[config.mk]
export PLATFORM = sky130hd
export DESIGN_NAME = irq_front_end
export DESIGN_NICKNAME = d
export VERILOG_FILES = /design/src/rtl/irq_fe_pkg.sv /design/src/rtl/irq_fe_sync.sv /design/src/rtl/irq_fe_nmi_latch.sv /design/src/rtl/irq_fe_ack_seq.sv /design/src/rtl/irq_fe_wait_stall.sv /design/src/rtl/irq_front_end.sv
export SDC_FILE = /design/constraint.sdc
export NUM_CORES = 1
export LEC_CHECK = 0
export CAP_MARGIN = 10
export CORE_MARGIN = 4
export CORE_UTILIZATION = 43
export CTS_BUF_LIST = sky130_fd_sc_hd__clkbuf_4 sky130_fd_sc_hd__clkbuf_8
export DETAILED_ROUTE_END_ITERATION = 6
export PLACE_DENSITY = 0.84
export RECOVER_POWER = 25
export SLEW_MARGIN = 20
export SYNTH_ARGS = -nofsm -noshare
export SYNTH_HDL_FRONTEND = slang
export SYNTH_SLANG_ARGS = --single-unit
[constraint.sdc]
create_clock -name clk_i -period 1.2 [get_ports clk_i]
set_input_delay 0.36 -clock clk_i [delete_from_list [all_inputs] [get_ports clk_i]]
set_output_delay 0.36 -clock clk_i [all_outputs]
set_load 0.05 [all_outputs]
[src/rtl/irq_fe_pkg.sv]
`timescale 1ns/1ps
package irq_fe_pkg;
  typedef enum logic [1:0] {
    SEQ_IDLE = 2'd0,
    SEQ_P1   = 2'd1,
    SEQ_GAP  = 2'd2,
    SEQ_P2   = 2'd3
  } ack_state_e;
endpackage

[src/rtl/irq_fe_sync.sv]
`timescale 1ns/1ps
module irq_fe_sync #(
  parameter int unsigned WIDTH  = 1,
  parameter int unsigned STAGES = 2
) (
  input  logic             clk_i,
  input  logic             rst_ni,
  input  logic [WIDTH-1:0] d_i,
  output logic [WIDTH-1:0] q_o
);
  logic [WIDTH-1:0] stg_q [STAGES];

  for (genvar g = 0; g < STAGES; g++) begin : g_stage
    if (g == 0) begin : g_first
      always_ff @(posedge clk_i or negedge rst_ni) begin
        if (!rst_ni) stg_q[g] <= '0;
        else         stg_q[g] <= d_i;
      end
    end else begin : g_next
      always_ff @(posedge clk_i or negedge rst_ni) begin
        if (!rst_ni) stg_q[g] <= '0;
        else         stg_q[g] <= stg_q[g-1];
      end
    end
  end

  assign q_o = stg_q[STAGES-1];
endmodule

[src/rtl/irq_fe_nmi_latch.sv]
`timescale 1ns/1ps
module irq_fe_nmi_latch (
  input  logic clk_i,
  input  logic rst_ni,
  input  logic nmi_s_i,
  input  logic clr_i,
  output logic pend_o
);
  logic prev_q, pend_q, rise;

  assign rise = nmi_s_i & ~prev_q;

  always_ff @(posedge clk_i or negedge rst_ni) begin
    if (!rst_ni) begin
      prev_q <= 1'b0;
      pend_q <= 1'b0;
    end else begin
      prev_q <= nmi_s_i;
      // a fresh edge wins over a same-cycle clear
      if (rise)       pend_q <= 1'b1;
      else if (clr_i) pend_q <= 1'b0;
    end
  end

  assign pend_o = pend_q;
endmodule

[src/rtl/irq_fe_ack_seq.sv]
`timescale 1ns/1ps
module irq_fe_ack_seq
  import irq_fe_pkg::*;
#(
  parameter int unsigned PULSE_CYC = 2,
  parameter int unsigned GAP_CYC   = 3,
  parameter int unsigned VEC_W     = 8
) (
  input  logic             clk_i,
  input  logic             rst_ni,
  input  logic             start_i,
  input  logic [VEC_W-1:0] data_i,
  output logic             busy_o,
  output logic             ack_n_o,
  output logic [VEC_W-1:0] vec_o,
  output logic             vec_valid_o
);
  localparam int unsigned MAX_C = (PULSE_CYC > GAP_CYC) ? PULSE_CYC : GAP_CYC;
  localparam int unsigned CW    = $clog2(MAX_C + 1);
  localparam logic [CW-1:0] PULSE_LD = CW'(PULSE_CYC - 1);
  localparam logic [CW-1:0] GAP_LD   = CW'(GAP_CYC - 1);

  ack_state_e state_q, state_d;
  logic [CW-1:0] cnt_q, cnt_d;
  logic ack_n_q;
  logic [VEC_W-1:0] vec_q;
  logic vec_valid_q, capture;

  always_comb begin
    state_d = state_q;
    cnt_d   = cnt_q;
    capture = 1'b0;
    unique case (state_q)
      SEQ_IDLE: if (start_i) begin
        state_d = SEQ_P1;
        cnt_d   = PULSE_LD;
      end
      SEQ_P1: begin
        if (cnt_q == '0) begin
          state_d = SEQ_GAP;
          cnt_d   = GAP_LD;
        end else cnt_d = cnt_q - 1'b1;
      end
      SEQ_GAP: begin
        if (cnt_q == '0) begin
          state_d = SEQ_P2;
          cnt_d   = PULSE_LD;
        end else cnt_d = cnt_q - 1'b1;
      end
      SEQ_P2: begin
        if (cnt_q == '0) begin
          state_d = SEQ_IDLE;
          capture = 1'b1;
        end else cnt_d = cnt_q - 1'b1;
      end
      default: state_d = SEQ_IDLE;
    endcase
  end

  always_ff @(posedge clk_i or negedge rst_ni) begin
    if (!rst_ni) begin
      state_q     <= SEQ_IDLE;
      cnt_q       <= '0;
      ack_n_q     <= 1'b1;
      vec_q       <= '0;
      vec_valid_q <= 1'b0;
    end else begin
      state_q     <= state_d;
      cnt_q       <= cnt_d;
      // registered so the pin never glitches on state decode
      ack_n_q     <= !((state_d == SEQ_P1) || (state_d == SEQ_P2));
      vec_valid_q <= capture;
      if (capture) vec_q <= data_i;
    end
  end

  assign busy_o      = (state_q != SEQ_IDLE);
  assign ack_n_o     = ack_n_q;
  assign vec_o       = vec_q;
  assign vec_valid_o = vec_valid_q;
endmodule

[src/rtl/irq_fe_wait_stall.sv]
`timescale 1ns/1ps
module irq_fe_wait_stall (
  input  logic clk_i,
  input  logic rst_ni,
  input  logic wait_i,
  input  logic test_s_i,
  output logic stall_o
);
  logic stall_q;

  always_ff @(posedge clk_i or negedge rst_ni) begin
    if (!rst_ni)                  stall_q <= 1'b0;
    else if (wait_i || stall_q)   stall_q <= test_s_i;
  end

  assign stall_o = stall_q;
endmodule

[src/rtl/irq_front_end.sv]
`timescale 1ns/1ps
module irq_front_end #(
  parameter int unsigned SYNC_STAGES = 2,
  parameter int unsigned PULSE_CYC   = 2,
  parameter int unsigned GAP_CYC     = 3,
  parameter int unsigned VEC_W       = 8
) (
  input  logic             clk_i,
  input  logic             rst_ni,
  input  logic             intr_i,
  input  logic             nmi_i,
  input  logic             test_i,
  input  logic             if_flag_i,
  input  logic             insn_boundary_i,
  input  logic             wait_exec_i,
  input  logic             irq_accept_i,
  input  logic [VEC_W-1:0] data_i,
  output logic             reset_start_o,
  output logic             nmi_pend_o,
  output logic             intr_req_o,
  output logic             ack_n_o,
  output logic [VEC_W-1:0] vector_o,
  output logic             vector_valid_o,
  output logic             stall_o
);
  localparam int unsigned NSYNC = 3;

  logic [NSYNC-1:0] raw, synced;
  logic intr_s, nmi_s, test_s;
  logic nmi_pend, seq_busy, accept_nmi, accept_intr;
  logic intr_req_q, boot_done_q, reset_start_q;

  assign raw    = {test_i, nmi_i, intr_i};
  assign intr_s = synced[0];
  assign nmi_s  = synced[1];
  assign test_s = synced[2];

  irq_fe_sync #(.WIDTH(NSYNC), .STAGES(SYNC_STAGES)) i_sync (
    .clk_i (clk_i),
    .rst_ni(rst_ni),
    .d_i   (raw),
    .q_o   (synced)
  );

  assign accept_nmi  = irq_accept_i & nmi_pend;
  assign accept_intr = irq_accept_i & intr_req_o;

  irq_fe_nmi_latch i_nmi (
    .clk_i  (clk_i),
    .rst_ni (rst_ni),
    .nmi_s_i(nmi_s),
    .clr_i  (accept_nmi),
    .pend_o (nmi_pend)
  );

  always_ff @(posedge clk_i or negedge rst_ni) begin
    if (!rst_ni) intr_req_q <= 1'b0;
    else if (nmi_pend || accept_intr) intr_req_q <= 1'b0;
    else if (insn_boundary_i && intr_s && if_flag_i && !seq_busy)
      intr_req_q <= 1'b1;
  end

  assign intr_req_o = intr_req_q & ~nmi_pend;
  assign nmi_pend_o = nmi_pend;

  irq_fe_ack_seq #(
    .PULSE_CYC(PULSE_CYC),
    .GAP_CYC  (GAP_CYC),
    .VEC_W    (VEC_W)
  ) i_ack (
    .clk_i      (clk_i),
    .rst_ni     (rst_ni),
    .start_i    (accept_intr),
    .data_i     (data_i),
    .busy_o     (seq_busy),
    .ack_n_o    (ack_n_o),
    .vec_o      (vector_o),
    .vec_valid_o(vector_valid_o)
  );

  irq_fe_wait_stall i_wait (
    .clk_i   (clk_i),
    .rst_ni  (rst_ni),
    .wait_i  (wait_exec_i),
    .test_s_i(test_s),
    .stall_o (stall_o)
  );

  always_ff @(posedge clk_i or negedge rst_ni) begin
    if (!rst_ni) begin
      boot_done_q   <= 1'b0;
      reset_start_q <= 1'b0;
    end else begin
      boot_done_q   <= 1'b1;
      reset_start_q <= !boot_done_q;
    end
  end

  assign reset_start_o = reset_start_q;
endmodule

# --- After elaboration in Yosys (flattened, before gate mapping) ---
# Cells that the tools add are included.
word_totals:
  reg_bits: 26
  out_inout_bits: 14
classes:
  addsub: 1
  eq_ne: 7
  mux: 16
  bitwise_logic: 6
  n_reduce_logical: 15
ops:
  columns: ["cell", "count"]
  rows:
  - ["two-way mux 2 bit", 8]
  - ["one-hot mux 2 bit (4 select lines)", 2]
  - ["equality test 2 bit, second input constant", 3]
  - ["two-way mux 1 bit", 6]
  - ["nonzero test 2 bit", 3]
  - ["AND 1 bit", 4]
  - ["equality test 2 x 1 -> 1 bit, second input constant", 2]
  - ["zero test 2 bit", 2]
  - ["!= test 2 bit, second input constant", 2]
  - ["logical AND 1 bit", 3]
  - ["zero test 1 bit", 3]
  - ["logical OR 1 bit", 3]
  - ["inverter 1 bit", 2]
  - ["AND reduction 2 bit", 1]
  - ["subtractor 2 x 1 -> 2 bit, second input constant", 1]

# --- Logic depth before layout (Yosys ltp) ---
# Gate-level depths: netlist (run 1).
depth:
  depth_word: 8
  ltp_mapped: 5
  mapped_depth_nobuf: 5

# --- Cells and area by module ---
# From an unflattened synthesis (run 1), not the netlist that was laid out.
hier_totals:
  cells_unflattened: 74
  hier_area_um2: 1042.2
by_module_without_submodules:
  columns: ["module", "n_inst", "cells_each", "area_per_inst_um2", "seq_area_each_um2"]
  rows:
  - ["irq_fe_ack_seq", 1, 47, 635.6, 351.6]
  - ["irq_fe_sync", 1, 9, 172.7, 150.1]
  - ["irq_front_end", 1, 11, 131.4, 75.1]
  - ["irq_fe_nmi_latch", 1, 5, 70.1, 50.0]
  - ["irq_fe_wait_stall", 1, 2, 32.5, 25.0]

# --- Worst setup path before layout (run 1) ---
# No wires, ideal clock.
synth_timing:
  kind: "register -> output"
  from: "register i_nmi.pend_q (netlist: i_nmi.pend_o)"
  to: "output intr_req_o"
  arrival_time_ns: 1.318
  t_required_ns: 0.840
  path_slack_ns: -0.478
  path_stages_with_launch: 2
  cell_sequence: "dfrtp_1 > nor2_1"
synth_between:
  elab_chain_cells: 2
synth_lines:
  columns: ["item", "line", "text"]
  rows:
  - ["start, declared", "irq_fe_nmi_latch.sv:9", "logic prev_q, pend_q, rise;"]
  - ["start signal, assigned", "irq_fe_nmi_latch.sv:16", "pend_q <= 1'b0;"]
  - ["start signal, assigned", "irq_fe_nmi_latch.sv:20", "if (rise) pend_q <= 1'b1;"]
  - ["start signal, assigned", "irq_fe_nmi_latch.sv:21", "else if (clr_i) pend_q <= 1'b0;"]
  - ["inverter 1 bit", "irq_front_end.sv:63", "assign intr_req_o = intr_req_q & ~nmi_pend;"]
  - ["AND 1 bit", "irq_front_end.sv:63", null]
  - ["end, declared", "irq_front_end.sv:20", "output logic intr_req_o,"]
# No other way between the ends.

# --- Worst setup path in the final report (run 1) ---
# Ends and elaborated chain as after synthesis.

==> out/qor.txt, run 1 <==
Synth warnings - 0
Clock transition at path regs - 0.14 ns
Async SR Flop Fraction - 100.0%
Residual DRC - 0
Root Buffer - clkbuf_4
Max-slew violations - 0
Core Region - 2255 um^2
Place WS - -0.2721 ns
Final WS setup - -0.2149 ns
Slowest stage delay, CP - 0.48 ns
Worst Path Required - 0.84 ns
Initial antenna violation count - 0
Top Family by Delay on Critical Path - flip-flops
Antenna Nets Post-Route - 0
Vias in the first global route - 885
Clk_lat worst skew - 0.33 ns
Die Span Y - 57.09 um
CTS tree - built
Total GRT Usage - 18.40%
Crit path launch type - flop
DRT Pass-1 Iters - 4
First-pass GRT wire length - 4.519 mm
Syn Nets - 94
Final Hold Viols - 0
Max-Cap Viols - 0
Area leader, netlist - dfrtp_1
Initial DRC count - 20
CP bufs+invs - 1
Fillers - 114
PwrDens - 2768 nW/um^2
Seq/Total Area, Yosys - 62.92%
Die W - 57.09 um
Final instance area - 1863 um^2
Synth Cell Area - 1036 um^2
EDFF count, synth - 0
Total gr overflow - 0
Main area contributors after synthesis - dfrtp_1, mux2_1, ha_1
CP Class - flop to output port
Worst Setup End Kind - output port
Netlist cell types - 30
Max Clock Freq - 0.7067 GHz
Die area - 3259 um^2
Outcome - finished with violations
Setup-failing EPs final - 25
DR vias/cell - 4.885
I/O pins - 31
Synth top cells by count - dfrtp_1, inv_1, mux2_1
Most frequent cell after synthesis - dfrtp_1
Post-placement cell area - 1628 um^2
Leak - 0.8691 nW
Initial Util - 45.95%
N_diodes - 0
Worst Hold Margin - 0.2950 ns
Peak supply drop - 2.327 mV
Clock Skew - 0.004383 ns
Share of layout cells above drive strength 1 - 53.13%
Largest net degree at the start of global routing - 16
Final HPWL from detailed placement - 1.699 mm
Cell Chain, Critical Path - nor2_4, buf_12
Final nets - 149
HP Class - input port to asynchronous set/reset pin
Clock tree buffer depth - 2
Top_reg_cell synth - dfrtp_1
Post-route clock period utilization - 117.9%
DR vias - 762
Failing checks - negative setup slack
CP max-delay cell - dfrtp_2
Post-synth top area share - 60.39%
Setup TNS - -2.604 ns
Unrepaired setup endpoints after global routing - true
Crit Path Max Fanout - 3
Routed wire per std cell - 17.34 um
Clock sinks - 26
Cell Rows - 17
Tot Pwr - 5.157 mW
Critical path arrival - 1.05 ns
# port buffers - 30
Hold-fix buffers at CTS - 0
Syn_area_per_cell - 14.00 um^2
Cell count after synthesis - 74
Total wire length - 2.705 mm
Global placer's final weighted congestion - 0.7822
Clock H-tree levels - 1
Num CTS Buffers - 3
FF+latch count, synth - 26
Area growth, synth to finish - 79.83%
Final min period - 1.415 ns
## stage by stage
stage | instances | util, %
CTS | 153 | 80.02
floorplan | 74 | -
global placement | 141 | 72.20
global route | 156 | 82.63
finish | 156 | 82.63
detailed placement | 141 | 72.20
## repair_timing
item | in CTS | in global routing
endpoints found under the setup margin | 24 | 28
resized for setup | 13 | 8
endpoints found under the hold margin | 0 | 0
pin swaps | 6 | 4
setup buffers | 7 | 5
gates cloned | 1 | 0
## worst register-to-register path, stage by stage (launching register included)
cell and delay, ns:
dfrtp_2 0.45, buf_4 0.13, buf_6 0.09, and4bb_4 0.20
a21o_1 0.16, a221oi_2 0.23
## flip-flops by register name (all words and copies together), names as in the netlist
signal and flops:
i_ack.vec_o 8, i_sync.q_o 3, i_sync.stg_q 3, i_ack.cnt_q 2, i_ack.state_q 2, boot_done_q 1, i_ack.ack_n_o 1, i_ack.vec_valid_o 1
i_nmi.pend_o 1, i_nmi.prev_q 1, i_wait.stall_o 1, intr_req_q 1, reset_start_o 1
## report_power, final
part | total (mW) | switching, mW | leakage, nW | internal, mW
sequential | 1.47 | 0.311 | 0.305 | 1.16
clock | 0.608 | 0.270 | 0.0279 | 0.338
combinational | 3.08 | 1.41 | 0.537 | 1.67
total | 5.16 | 1.99 | 0.869 | 3.16
## layout make-up
cell class              instances  area, um^2  share of cell area [%]
inverters                       9       33.78                   1.813
clock buffers                   3       22.52                   1.209
multi-input cells              38       447.9                   24.04
well taps                      28       35.03                   1.880
clock inverters                 1       30.03                   1.612
flip-flops and latches         26       655.6                   35.19
repair buffers                 51       638.1                   34.25
## cell families (layout without fill, tap and decap cells)
group / Yosys count / in the layout / synth area share (%)
simple gates: 13 / 14 / 10.27
fa+ha+maj: 3 / 3 / 3.624
buf+inv: 11 / 64 / 4.709
mux: 8 / 8 / 8.696
other cells: 1 / 1 / 0.3620
flops: 26 / 26 / 62.92
xor+xnor: 1 / 1 / 0.8456
compound gates: 11 / 11 / 8.574
## layout by cell type, fill, tap and decap left out, types with 2 or more instances in the layout
master | netlist | routed
ha_4 | 0 | 2
buf_6 | 0 | 4
and3b_1 | 2 | 2
nand3_4 | 1 | 2
dfrtp_1 | 25 | 22
buf_12 | 0 | 16
inv_2 | 1 | 4
buf_4 | 2 | 15
mux2_4 | 0 | 8
dfrtp_2 | 0 | 3
inv_1 | 8 | 5
clkdlybuf4s50_1 | 0 | 13
dlygate4sd3_1 | 0 | 3
o21ai_1 | 1 | 2
clkbuf_4 | 0 | 3
## path summary, 6_finish.rpt
path,from,to,slack [ns],cells after the start
worst min register to register,i_sync.stg_q[5],i_sync.q_o[2],0.37,0
worst min-delay path,rst_ni,i_sync.q_o[2],0.30,1
min in group clk_i,i_sync.stg_q[5],i_sync.q_o[2],0.37,0
worst max-delay path,i_nmi.pend_o,intr_req_o,-0.21,2
max in group asynchronous,rst_ni,i_ack.ack_n_o,0.49,2
worst max register to register,i_nmi.pend_o,i_ack.cnt_q[1],-0.15,5
## layer usage
metal  part of all wire, %  GRT usage, %  vias up  wire length, um
met2                    56         31.16       16             1517
met3                   3.7         3.167        4              101
met1                    38         22.64      382             1030
met5                     0             0        -                0
met4                   2.0         8.940        0               55
li1                      -             -      360                -
Note: power is estimated with default switching activity, not from simulation.
==> run 2: changes to the inputs <==
CORE_MARGIN = default   (was 4)
GPL_TIMING_DRIVEN = 0   (was default)
==> run 2 against run 1 <==
  * The run still ends with negative setup slack left
  * Clock skew is 0.00081 ns lower
  * Power decreased by 11%
  * Critical path depth did not move
  * First-iteration DRC count fell by 15%
  * Via count is 4.3% higher
  * Utilization fell by 8.4 points
  * Sequential cell count is the same
  * Routed wire length is 5.4% lower
  * Register-to-register slack hardly changed
  * Cell area down 11%
  * Fmax is 0.34% higher
  * Largest cell class unchanged
  * Largest power group unchanged
==> out/qor.txt, run 2 (synthesized netlist as in run 1, its figures left out) <==
Num CTS Buffers - 3 (unchanged)
Worst Path Required - 0.84 ns (about the same)
Rel. slew slack - 58.37%
Residual DRC - 0 (unchanged)
Final WS setup - -0.2102 ns (+0.004738 ns)
Max-Cap Viols - 0 (unchanged)
Critical path startpoint - i_nmi.pend_o
Clock sinks - 26 (unchanged)
Crit path launch type - flop
Final min period - 1.410 ns (-0.004738 ns)
Cell Rows - 17 (unchanged)
Leak - 0.7944 nW (-8.6%)
Outcome - finished with violations
Core Region - 2233 um^2 (-0.94%)
Share of layout cells above drive strength 1 - 47.58% (-5.5 points)
Multi-input gate area - 420.4 um^2 (-6.1%)
DRT Pass-1 Iters - 4 (unchanged)
Initial antenna violation count - 0 (unchanged)
Total GRT Usage - 23.36% (+5.0 points)
Initial Util - 46.39% (+0.44 points)
Setup-failing EPs final - 26 (+4.0%)
Global placer's final weighted congestion - 0.7365 (-5.8%)
Critical path arrival - 1.05 ns (about the same)
Most common cell after layout, fill and taps aside - dfrtp_1
Max-slew violations - 0 (unchanged)
Hold-fix buffers at CTS - 0 (unchanged)
PwrDens - 2765 nW/um^2 (-0.13%)
Place WS - -0.6263 ns (-0.3542 ns)
Commonest cells after routing, fill and taps aside - dfrtp_1, clkdlybuf4s50_1, buf_4, buf_6, mux2_4
Die area - 2610 um^2 (-20%)
# port buffers - 30 (unchanged)
CTS tree - built
CP Class - flop to output port
Die Span Y - 51.09 um (-11%)
Total wire length - 2.558 mm (-5.4%)
Clock tree buffer depth - 2 (unchanged)
Antenna Nets Post-Route - 0 (unchanged)
FF+latch area - 653.1 um^2 (-0.38%)
Clock transition at path regs - 0.14 ns (about the same)
Worst Setup End Kind - output port
DR vias/cell - 5.230 (+7.1%)
Tot Pwr - 4.583 mW (-11%)
DR vias - 795 (+4.3%)
Worst R2R Start - i_nmi.pend_o
I/O pins - 31 (unchanged)
Max Clock Freq - 0.7091 GHz (+0.34%)
Clock Skew - 0.003570 ns (-0.0008132 ns)
Slew of the pin with the lowest slew margin - 0.6245 ns
Fillers - 140 (+23%)
HP Class - input port to asynchronous set/reset pin
Failing checks - negative setup slack
Vias in the first global route - 872 (-1.5%)
Root Buffer - clkbuf_4
Final core occ - 74.23% (-8.4 points)
Final Hold Viols - 0 (unchanged)
Total gr overflow - 0 (unchanged)
First-pass GRT wire length - 4.215 mm (-6.7%)
Max reg flops - 8 (unchanged)
Final HPWL from detailed placement - 1.332 mm (-22%)
Area growth, synth to finish - 60.02%
Routed wire per std cell - 16.83 um (-2.9%)
Final nets - 145 (-2.7%)
Post-route clock period utilization - 117.5% (-0.39 points)
N_diodes - 0 (unchanged)
Largest net degree at the start of global routing - 27 (+11)
Die W - 51.09 um (-11%)
Initial DRC count - 17 (-15%)
Crit Path Max Fanout - 3 (unchanged)
Peak supply drop - 2.164 mV (-7.0%)
Flop2flop setup slack - -0.15 ns (about the same)
Clk_lat worst skew - 0.32 ns (about the same)
Clock H-tree levels - 1 (unchanged)
Unrepaired setup endpoints after global routing - true
-- run 2: cell count changes in the layout (fill, tap and decap cells not counted), moves of 2 or more --
cell	change
buf_6	+10
dfrtp_1	+2
buf_8	+3
dfrtp_2	-2
dlygate4sd3_1	-3
clkdlybuf4s50_1	+2
buf_12	-16
-- run 2: cell type report --
cell class	instances	share of cell area (%)
Sequential cell	26	39.40
Timing Repair Buffer	45	27.02
Multi-Input combinational cell	38	25.36
Tap cell	28	2.113
Inverter	9	2.038
Clock inverter	1	1.811
Clock buffer	3	1.358
Buffer	2	0.9057
-- run 2: worst paths after layout --
path                              endpoint  cells after the start
max                             nmi_pend_o                      2
min                        i_sync.stg_q[5]                      1
max reg2reg                 i_ack.cnt_q[1]                      5
min reg2reg                  i_sync.q_o[2]                      0
max in group asynchronous     i_nmi.pend_o                      1
min in group clk_i           i_sync.q_o[2]                      0
-- run 2: stage by stage --
stage / area (um^2) / hold WS (ns) / TNS [ns] / instances
final: 1658 / 0.02397 / -1.996 / 152
after global routing: 1658 / 0.05628 / -3.112 / 152
after global placement: 1408 / 0.3319 / -19.19 / 132
after detailed placement: 1408 / 0.3373 / -20.68 / 132
after floorplan: 1072 / 0.06441 / -0.1533 / 74
after CTS: 1628 / 0.3813 / -1.941 / 149
-- run 2: per-layer routing --
metal | up-vias | global-route usage (%) | share of wire (%)
li1 | 356 | - | -
met1 | 401 | 25.79 | 38
met2 | 28 | 41.01 | 55
met3 | 10 | 6.250 | 4.1
met4 | 0 | 11.57 | 3.0
met5 | - | 0 | 0
-- run 2: timing repair --
| action | 4_1_cts | 5_1_grt |
|---|---|---|
| endpoints found under the setup margin | 50 | 28 |
| resized for setup | 111 | 6 |
| setup buffers | 12 | 6 |
| gates cloned | 1 | 0 |
| pin swaps | 4 | 3 |
-- run 2: critical path: stages, from the launching register on --
cell and delay [ns]:
dfrtp_2 0.46, buf_6 0.13, buf_8 0.14
-- run 2: report_power, final --
| group | internal [mW] | switching [mW] |
|---|---|---|
| clock | 0.338 | 0.255 |
| sequential | 1.15 | 0.187 |
| combinational | 1.23 | 1.42 |
| total | 2.72 | 1.86 |
